**config.mk**
```make
export PLATFORM = sky130hd
export DESIGN_NAME = mcx_serial_tx
export DESIGN_NICKNAME = d
export VERILOG_FILES = /design/src/rtl/mcx_pkg.sv /design/src/rtl/mcx_cfg_resolve.sv /design/src/rtl/mcx_frame_seq.sv /design/src/rtl/mcx_line_enc.sv /design/src/rtl/mcx_serial_tx.sv
export SDC_FILE = /design/constraint.sdc
export NUM_CORES = 1
export LEC_CHECK = 0
export ABC_AREA = 0
export BUFFER_PORTS_ARGS = -buffer_cell sky130_fd_sc_hd__buf_2
export CORE_MARGIN = 1.5
export CORE_UTILIZATION = 50
export CTS_BUF_LIST = sky130_fd_sc_hd__clkbuf_4 sky130_fd_sc_hd__clkbuf_8
export DETAILED_ROUTE_END_ITERATION = 7
export PLACE_DENSITY = 0.72
export SLEW_MARGIN = 20
export SYNTH_ARGS = -nofsm -noshare
export SYNTH_HDL_FRONTEND = slang
export SYNTH_SLANG_ARGS = --single-unit
```
**constraint.sdc**
```tcl
create_clock -name clk -period 3.9 [get_ports clk]
set_input_delay 0.585 -clock clk [delete_from_list [all_inputs] [get_ports clk]]
set_output_delay 0.585 -clock clk [all_outputs]
set_load 0.01 [all_outputs]
```
**src/rtl/mcx_pkg.sv**
```systemverilog
package mcx_pkg;

  // Largest data word the transmitter handles.
  localparam int unsigned MAX_DATA_W = 17;
  // Width of the data-bit-count selector.
  localparam int unsigned SEL_W = 5;
  // Data-bit count used whenever the selector is unusable or extended mode is off.
  localparam int unsigned FALLBACK_W = 8;

  typedef enum logic [0:0] {
    SEQ_IDLE = 1'b0,
    SEQ_SEND = 1'b1
  } seq_state_e;

  // Resolved per-frame settings.
  typedef struct packed {
    logic [SEL_W-1:0] width;
    logic             msb;
    logic             manch;
    logic             two_stop;
  } frame_cfg_t;

  // Returns 1 when the count is one of the supported sizes.
  function automatic logic width_legal(input logic [SEL_W-1:0] w);
    logic ok;
    ok = 1'b0;
    if (w >= SEL_W'(5) && w <= SEL_W'(9)) ok = 1'b1;
    if (w >= SEL_W'(13) && w <= SEL_W'(MAX_DATA_W)) ok = 1'b1;
    return ok;
  endfunction

endpackage

```
**src/rtl/mcx_cfg_resolve.sv**
```systemverilog
module mcx_cfg_resolve
  import mcx_pkg::*;
#(
  parameter int unsigned WSEL_W = SEL_W
) (
  input  logic              ext_en,
  input  logic [WSEL_W-1:0] width_sel,
  input  logic              msb_first,
  input  logic              manch_en,
  input  logic              two_stop,
  output frame_cfg_t        cfg
);

  always_comb begin
    cfg.two_stop = two_stop;
    if (ext_en) begin
      cfg.width = width_legal(width_sel) ? width_sel : WSEL_W'(FALLBACK_W);
      cfg.msb   = msb_first;
      cfg.manch = manch_en;
    end else begin
      cfg.width = WSEL_W'(FALLBACK_W);
      cfg.msb   = 1'b0;
      cfg.manch = 1'b0;
    end
  end

endmodule

```
**src/rtl/mcx_frame_seq.sv**
```systemverilog
module mcx_frame_seq
  import mcx_pkg::*;
#(
  parameter int unsigned WSEL_W = SEL_W,
  parameter int unsigned CELL_W = 5
) (
  input  logic              clk,
  input  logic              rst_n,
  input  logic              start,
  input  logic              tick,
  input  logic [WSEL_W-1:0] width,
  input  logic              two_stop,
  output logic              busy,
  output logic              done,
  output logic [CELL_W-1:0] cell_idx,
  output logic              half
);

  seq_state_e        state_q;
  logic [WSEL_W-1:0] width_q;
  logic              two_q;
  logic [CELL_W-1:0] last_cell;

  // Index of the final stop cell: start(0) + data cells + stop cells.
  always_comb begin
    last_cell = CELL_W'(width_q) + (two_q ? CELL_W'(2) : CELL_W'(1));
  end

  always_ff @(posedge clk) begin
    if (!rst_n) begin
      state_q  <= SEQ_IDLE;
      width_q  <= '0;
      two_q    <= 1'b0;
      cell_idx <= '0;
      half     <= 1'b0;
      done     <= 1'b0;
    end else begin
      done <= 1'b0;
      case (state_q)
        SEQ_IDLE: begin
          if (start) begin
            state_q  <= SEQ_SEND;
            width_q  <= width;
            two_q    <= two_stop;
            cell_idx <= '0;
            half     <= 1'b0;
          end
        end
        SEQ_SEND: begin
          if (tick) begin
            if (!half) begin
              half <= 1'b1;
            end else begin
              half <= 1'b0;
              if (cell_idx == last_cell) begin
                state_q  <= SEQ_IDLE;
                cell_idx <= '0;
                done     <= 1'b1;
              end else begin
                cell_idx <= cell_idx + CELL_W'(1);
              end
            end
          end
        end
        default: state_q <= SEQ_IDLE;
      endcase
    end
  end

  assign busy = (state_q == SEQ_SEND);

endmodule

```
**src/rtl/mcx_line_enc.sv**
```systemverilog
module mcx_line_enc
  import mcx_pkg::*;
#(
  parameter int unsigned DATA_W = MAX_DATA_W,
  parameter int unsigned WSEL_W = SEL_W,
  parameter int unsigned CELL_W = 5
) (
  input  logic              clk,
  input  logic              rst_n,
  input  logic              load,
  input  logic [DATA_W-1:0] data_in,
  input  frame_cfg_t        cfg,
  input  logic              busy,
  input  logic [CELL_W-1:0] cell_idx,
  input  logic              half,
  output logic              manch_q,
  output logic              line
);

  logic [DATA_W-1:0] data_q;
  logic [WSEL_W-1:0] width_q;
  logic              msb_q;
  logic [CELL_W-1:0] data_k;
  logic [WSEL_W-1:0] bit_pos;
  logic              cell_val;

  always_ff @(posedge clk) begin
    if (!rst_n) begin
      data_q  <= '0;
      width_q <= '0;
      msb_q   <= 1'b0;
      manch_q <= 1'b0;
    end else if (load) begin
      data_q  <= data_in;
      width_q <= cfg.width;
      msb_q   <= cfg.msb;
      manch_q <= cfg.manch;
    end
  end

  // Level carried by the current cell.
  always_comb begin
    data_k  = cell_idx - CELL_W'(1);
    bit_pos = msb_q ? (width_q - WSEL_W'(1) - WSEL_W'(data_k)) : WSEL_W'(data_k);
    if (cell_idx == '0) begin
      cell_val = 1'b0;
    end else if (cell_idx <= CELL_W'(width_q)) begin
      cell_val = data_q[bit_pos];
    end else begin
      cell_val = 1'b1;
    end
  end

  // NRZ holds the level, biphase sends the complement first.
  always_comb begin
    if (!busy) begin
      line = 1'b1;
    end else if (manch_q) begin
      line = half ? cell_val : ~cell_val;
    end else begin
      line = cell_val;
    end
  end

endmodule

```
**src/rtl/mcx_serial_tx.sv**
```systemverilog
module mcx_serial_tx
  import mcx_pkg::*;
#(
  parameter int unsigned DATA_W = MAX_DATA_W,
  parameter int unsigned WSEL_W = SEL_W
) (
  input  logic              clk,
  input  logic              rst_n,
  input  logic              in_valid,
  output logic              in_ready,
  input  logic [DATA_W-1:0] in_data,
  input  logic              ext_en,
  input  logic [WSEL_W-1:0] width_sel,
  input  logic              msb_first,
  input  logic              manch_en,
  input  logic              two_stop,
  input  logic              bit_tick,
  output logic              ser_out,
  output logic              busy,
  output logic              done
);

  localparam int unsigned CELL_W = $clog2(DATA_W + 4);

  frame_cfg_t        cfg_now;
  logic              accept;
  logic [CELL_W-1:0] seq_cell;
  logic              seq_half;
  logic              enc_manch;

  assign in_ready = ~busy;
  assign accept   = in_valid & in_ready;

  mcx_cfg_resolve #(.WSEL_W(WSEL_W)) u_cfg (
    .ext_en    (ext_en),
    .width_sel (width_sel),
    .msb_first (msb_first),
    .manch_en  (manch_en),
    .two_stop  (two_stop),
    .cfg       (cfg_now)
  );

  mcx_frame_seq #(.WSEL_W(WSEL_W), .CELL_W(CELL_W)) u_seq (
    .clk      (clk),
    .rst_n    (rst_n),
    .start    (accept),
    .tick     (bit_tick),
    .width    (cfg_now.width),
    .two_stop (cfg_now.two_stop),
    .busy     (busy),
    .done     (done),
    .cell_idx (seq_cell),
    .half     (seq_half)
  );

  mcx_line_enc #(.DATA_W(DATA_W), .WSEL_W(WSEL_W), .CELL_W(CELL_W)) u_enc (
    .clk      (clk),
    .rst_n    (rst_n),
    .load     (accept),
    .data_in  (in_data),
    .cfg      (cfg_now),
    .busy     (busy),
    .cell_idx (seq_cell),
    .half     (seq_half),
    .manch_q  (enc_manch),
    .line     (ser_out)
  );

endmodule

```
* After elaboration in Yosys (flattened, before gate mapping) *
Index checks and enable logic that the tools add are counted.

word-level totals
  register bits after elaboration = 38
  bits in latches = 0
  bits in writable memories = 0
  memory bits (read-only) = 0
  bits of input ports = 30
  output and inout bits = 4
  memories kept = 0

operators by class
  $add $sub $neg = 5
  $mul = 0
  div/mod/pow operators = 0
  order comparisons = 6
  equality and inequality tests = 4
  shifts and indexed selects = 0
  muxes and demuxes = 29
  bitwise operators = 3
  reductions and logical operators = 7

operators by type and width
  operator             count
  $mux 5               6
  $mux 1               17
  $pmux 5 s2           1
  $sub 5x1->5 const B  2
  $mux 7               1
  $lt 5x6->1 const B   1
  $add 5x1->5 const B  1
  $add 5x5->5          1
  $bmux 1 s5           1
  $eq 5x5->1           1
  $ge 5x3->1 const B   1
  $ge 5x4->1 const B   1
  $le 5x4->1 const B   1
  $le 5x5->1           1
  $le 5x5->1 const B   1
  $logic_not 5->1      1
  $sub 5x5->5          1
  $ne 2x1->1 const B   2
  $pmux 1 s2           2
  $reduce_and 2->1     2
  $reduce_and 4->1     1
  $reduce_and 3->1     1
  $logic_and 1x1->1    2
  $mux 2               1
  3 further kinds      4

* Logic depth before layout (Yosys ltp) *
  depth after elaboration = 11
  mapped depth = 12

* Hierarchy *
Synthesis repeated with hierarchy kept, for this count alone.

second synthesis, totals
  cell total of the unflattened synthesis = 252
  area, all modules = 2,347.3 um2

by module, submodules not included
  module           times used  cells each  area an instance (um2)  seq. area each (um2)
  mcx_line_enc     1           154         1,511.4                 480.5
  mcx_frame_seq    1           78          726.9                   280.3
  mcx_cfg_resolve  1           18          98.8                    0.0
  mcx_serial_tx    1           2           10.0                    0.0

* Worst setup path after synthesis *
OpenSTA, ideal clock, no wires.

  kind = register to output
  from = reg u_seq.cell_idx[0]
  to = out ser_out
  arrival = 2.948 ns
  data required time = 3.315 ns
  path slack = 0.367 ns
  stages on the path, launching flop included = 12
  path buffers = 1
  cell sequence = dfxtp_1 -> buf_6 -> inv_1 -> ha_1 -> fa_1 -> xnor2_2 -> mux2i_4 -> mux2_1 -> a2bb2oi_2 -> and4_1 -> a211oi_2 -> mux2_1

on the way
  word-level cells in the longest chain between the ends = 11
  elaborated cells on any way between the ends = 13
  those cells by class = add/sub: 2; order compare: 1; mux: 8; bitwise: 1; reduce/logical: 1

RTL lines
  element                       RTL line             text
  from (decl)                   mcx_frame_seq.sv:15  output logic [CELL_W-1:0] cell_idx,
  from (signal assigned)        mcx_frame_seq.sv:60  cell_idx <= cell_idx + CELL_W'(1);
  $sub 5x1->5                   mcx_line_enc.sv:43   data_k = cell_idx - CELL_W'(1);
  $sub 5x5->5                   mcx_line_enc.sv:44   bit_pos = msb_q ? (width_q - WSEL_W'(1) - WSEL_W'(data_k)) : WSEL_W'(data_k);
  $mux 5                        mcx_line_enc.sv:44
  $bmux 1 s5                    mcx_line_enc.sv:48   cell_val = data_q[bit_pos];
  $mux 1 (not written as such)  mcx_line_enc.sv:48
  $mux 1                        mcx_line_enc.sv:47   end else if (cell_idx <= CELL_W'(width_q)) begin
  $mux 1 *                      mcx_line_enc.sv:45   if (cell_idx == '0) begin
  $not 1->1                     mcx_line_enc.sv:59   line = half ? cell_val : ~cell_val;
  $mux 1                        mcx_line_enc.sv:59
  $mux 1 *                      mcx_line_enc.sv:58   end else if (manch_q) begin
  $mux 1 *                      mcx_line_enc.sv:56   if (!busy) begin
  to (decl)                     mcx_serial_tx.sv:18  output logic ser_out,

Mark *: on every way between the ends. The rest lies on a longest branch, timed or not. The select of a mux whose other input is x is not followed.

* Final worst setup path *
Ends and elaborated chain as after synthesis.

==> out/metrics.cfg <==
[sta]
clock_skew_ns=0.00288
maxSlewHeadroom_pct=46.1
drv_slew=0
setup_tns_ns=0
hold_ws_ns=0.465
tightest_slew_ns=0.806
rsz0062_at_grt=false
finalCriticalPeriod_ns=3.73
setup_viol_count_final=0
fmax_mhz=268
hold_viol=0
finalCritPeriodShare_pct=95.7

[detailed_routing]
drtPass1Iterations=4
final_antenna_net_count=0
met2_length_mm=2.03
drcViolationCount=0
wirelength_mm=4.47
num_vias=1743
drt-vias-per-instance=5.33
wl_met3_microns=158
m1WireLength_mm=2.22
drt_iter0_markers=54
dr.max_layer_used=met4
detail_route.wl_per_cell_microns=13.7

[yosys]
yosysSeqAreaShare_pct=30.9
synth_seq_cells=33
ys_warn_count=0
avgSynthCellArea_sq_um=8.77
synth_async_sr_flop_share_pct=0
synth_area_sq_mm=0.00214
synth_ff_type=dfxtp_1
syn-num-nets=290
syn_inst=244
synth_edf_count=0
ys_types=46

[cts]
cts_max_level=2
clkSinkCount=33
clk_pin_slew_ns=0.06
cts-root-buf=clkbuf_8
cts_buffer_depth=2
worstSkewPairLatency_ns=0.28
cts_tree=built
cts_hold_buf=0
cts_made_buffers=5

[grt]
antenna_found_initial=0
first_global_vias=1683
grt_pass1_wl_mm=7.47
track_usage_pct=21.7
grt_max_degree=34
grt-ovfl-total=0

[critical_path]
path_cells=inv_1 > ha_1 > xnor2_2 > ha_1 > xnor2_2 > mux2i_4 > mux2_1 > a2bb2oi_2 > and4_1 > a211oi_2 > mux2_1 > buf_2
cp_slowest_cell=mux2_1
critPathBufInv=2
r2r.worst_path.cells=10
path_max_fanout=4
crit_path_end=ser_out
crit_path_start_kind=register
crit_arrival_ns=3.15
path_delay_family=multiplexers
rr_endpoint=u_seq.cell_idx[4]
cp-startpoint=u_seq.cell_idx[0]
critical_path_depth=12
slowest_delay_ns=0.36
rrSetupSlack_ns=1.50
critPathKind=reg2out
end_kind=output pin
required_ns=3.31
timing.rr.start=u_seq.two_q

[pwr]
power_switching_uw=180
p_int_uw=517
ir_drop_v=0.000207
swShare_pct=25.9
pwr-share-clk_pct=33.6
power.density_mw_per_mm2=288
p_leak_nw=1.06
power_frac_seq_pct=52.1
pwr-share-comb_pct=14.3

[min_path]
hold_class=reg2reg

[placement]
post-dp-hpwl_mm=3.47
placement.io_buffers=33
gp_congestion=0.853

[cells_and_area]
antenna_cells=0
register_area_sq_um=661
drive_above_1_share_pct=20.6
multiInputGateArea_sq_mm=0.00137
final_nets=324
fillers=362
syn2layout_area_growth_pct=13.1

[outcome]
status=complete, no violations

[floorplan]
ios=34
start_util_pct=52.7
die-height_microns=68.4
coreArea_sq_mm=0.00406
dieArea_sq_mm=0.00468
placementRows=23
die_w_microns=68.4

[flow_run]
cap_violations=0

## kinds of logic (layout without fill, tap and decap cells)
kind of cell	count (synthesis)	in the layout	share of synthesized area, %
buffers and inverters	25	58	5.61
adders and majority gates	16	16	10.1
DFF	33	33	30.9
and+or+nand+nor	91	91	20.8
xor gates and xnor gates	14	14	6.43
AOI/OAI and AO/OA	52	52	17.3
muxes	13	13	8.95
## power by group through the flow
stage	registers [mW]	logic, mW	clock network (mW)
floorplan	0.366	0.0691	0
global placement	0.370	0.0969	0
global route	0.365	0.113	0.252
finish	0.363	0.0997	0.235
CTS	0.363	0.0998	0.238
detailed placement	0.370	0.0986	0
## per-stage QoR
step / power (mW) / setup slack, ns / utilization, % / cell area, sq um / instances
6_report: 0.697 / 0.168 / 59.6 / 2420 / 327
5_1_grt: 0.729 / 0.0117 / 59.6 / 2420 / 327
4_1_cts: 0.701 / 0.0733 / 59.4 / 2410 / 327
3_5_place_dp: 0.469 / 0.296 / 57.4 / 2330 / 320
3_3_place_gp: 0.467 / 0.348 / 57.4 / 2330 / 320
2_1_floorplan: 0.435 / 0.367 / - / 2140 / 244
## what timing repair did
item,in CTS,in global routing
pin swaps,0,0
setup endpoints to repair,1,1
buffers inserted,1,0
gates resized for setup,0,2
cloned,0,0
## sequential cells by signal (all words and copies together) (netlist names)
signal	cells
u_seq.cell_idx	5
u_enc.msb_q	1
u_seq.busy	1
u_seq.width_q	5
u_seq.two_q	1
u_enc.data_q	17
u_seq.half	1
u_enc.manch_q	1
u_seq.done	1
## worst reg2reg max path, stage by stage (launching register included)
cell and delay, ns:
dfxtp_1 0.34, inv_1 0.12, ha_1 0.18, inv_1 0.06, fa_1 0.40, nand3b_1 0.19
xnor2_1 0.14, o2111a_1 0.20, nand3b_1 0.25, or3_1 0.39, o211ai_1 0.08
## synthesized netlist by cell type (2+ instances only)
library cell,count,share of area [%]
a21boi_0,20,7.0
a21o_1,2,0.70
a21oi_1,7,1.6
a22oi_1,5,1.8
and2_1,2,0.58
and3_1,4,1.2
buf_6,3,1.6
clkbuf_1,7,1.2
dfxtp_1,33,31
fa_1,2,1.9
ha_1,14,8.2
inv_1,13,2.3
mux2_1,2,1.1
mux2i_1,6,2.8
mux2i_4,2,2.1
mux4_1,2,2.5
nand2_1,48,8.4
nand2b_1,3,0.88
nand3_1,8,1.9
nand3b_1,2,0.70
nor2_1,8,1.4
nor2b_1,6,1.8
nor4b_1,2,0.82
o21ai_0,7,1.6
o22ai_1,3,0.88
or3_1,2,0.58
xnor2_1,9,3.7
xnor2_2,2,1.5
xor2_1,3,1.2
## how the worst min path moves through the flow
stage,start,endpoint,cells after the start
after global routing,u_enc.data_q[1],u_enc.data_q[1],2
after global placement,u_enc.data_q[15],u_enc.data_q[15],2
after detailed placement,u_enc.data_q[13],u_enc.data_q[13],2
final,u_enc.data_q[13],u_enc.data_q[13],2
after CTS,u_enc.data_q[13],u_enc.data_q[13],2
after floorplan,u_enc.data_q[13],u_enc.data_q[13],2
## final cells by class
class                      count  area share [%]
tap                           50            2.59
multi-input combinational    186            56.5
timing repair buffer          38            8.38
clock buffer                   5            2.84
inverter                      14            2.17
clock inverter                 1           0.207
sequential                    33            27.3
## cell usage in the layout (no fill, tap or decap), types with 3 or more instances in the layout
master and n:
mux2i_1 6, ha_1 14, a22oi_1 5, nand2b_1 3
inv_1 13, nor2b_1 6, and3_1 4, dfxtp_1 33
buf_2 33, buf_4 5, xnor2_1 9, o21ai_0 7
clkbuf_8 5, nor2_1 8, nand2_1 48, nand3_1 8
a21boi_0 20, o22ai_1 3, xor2_1 3, a21oi_1 7
## routing by layer
metal,global-route usage [%],up-vias
met1,29.3,797
li1,-,910
met4,6.75,0
met5,0,-
met3,5.10,6
met2,34.0,30
No activity file was read; power rests on OpenSTA's default activity.
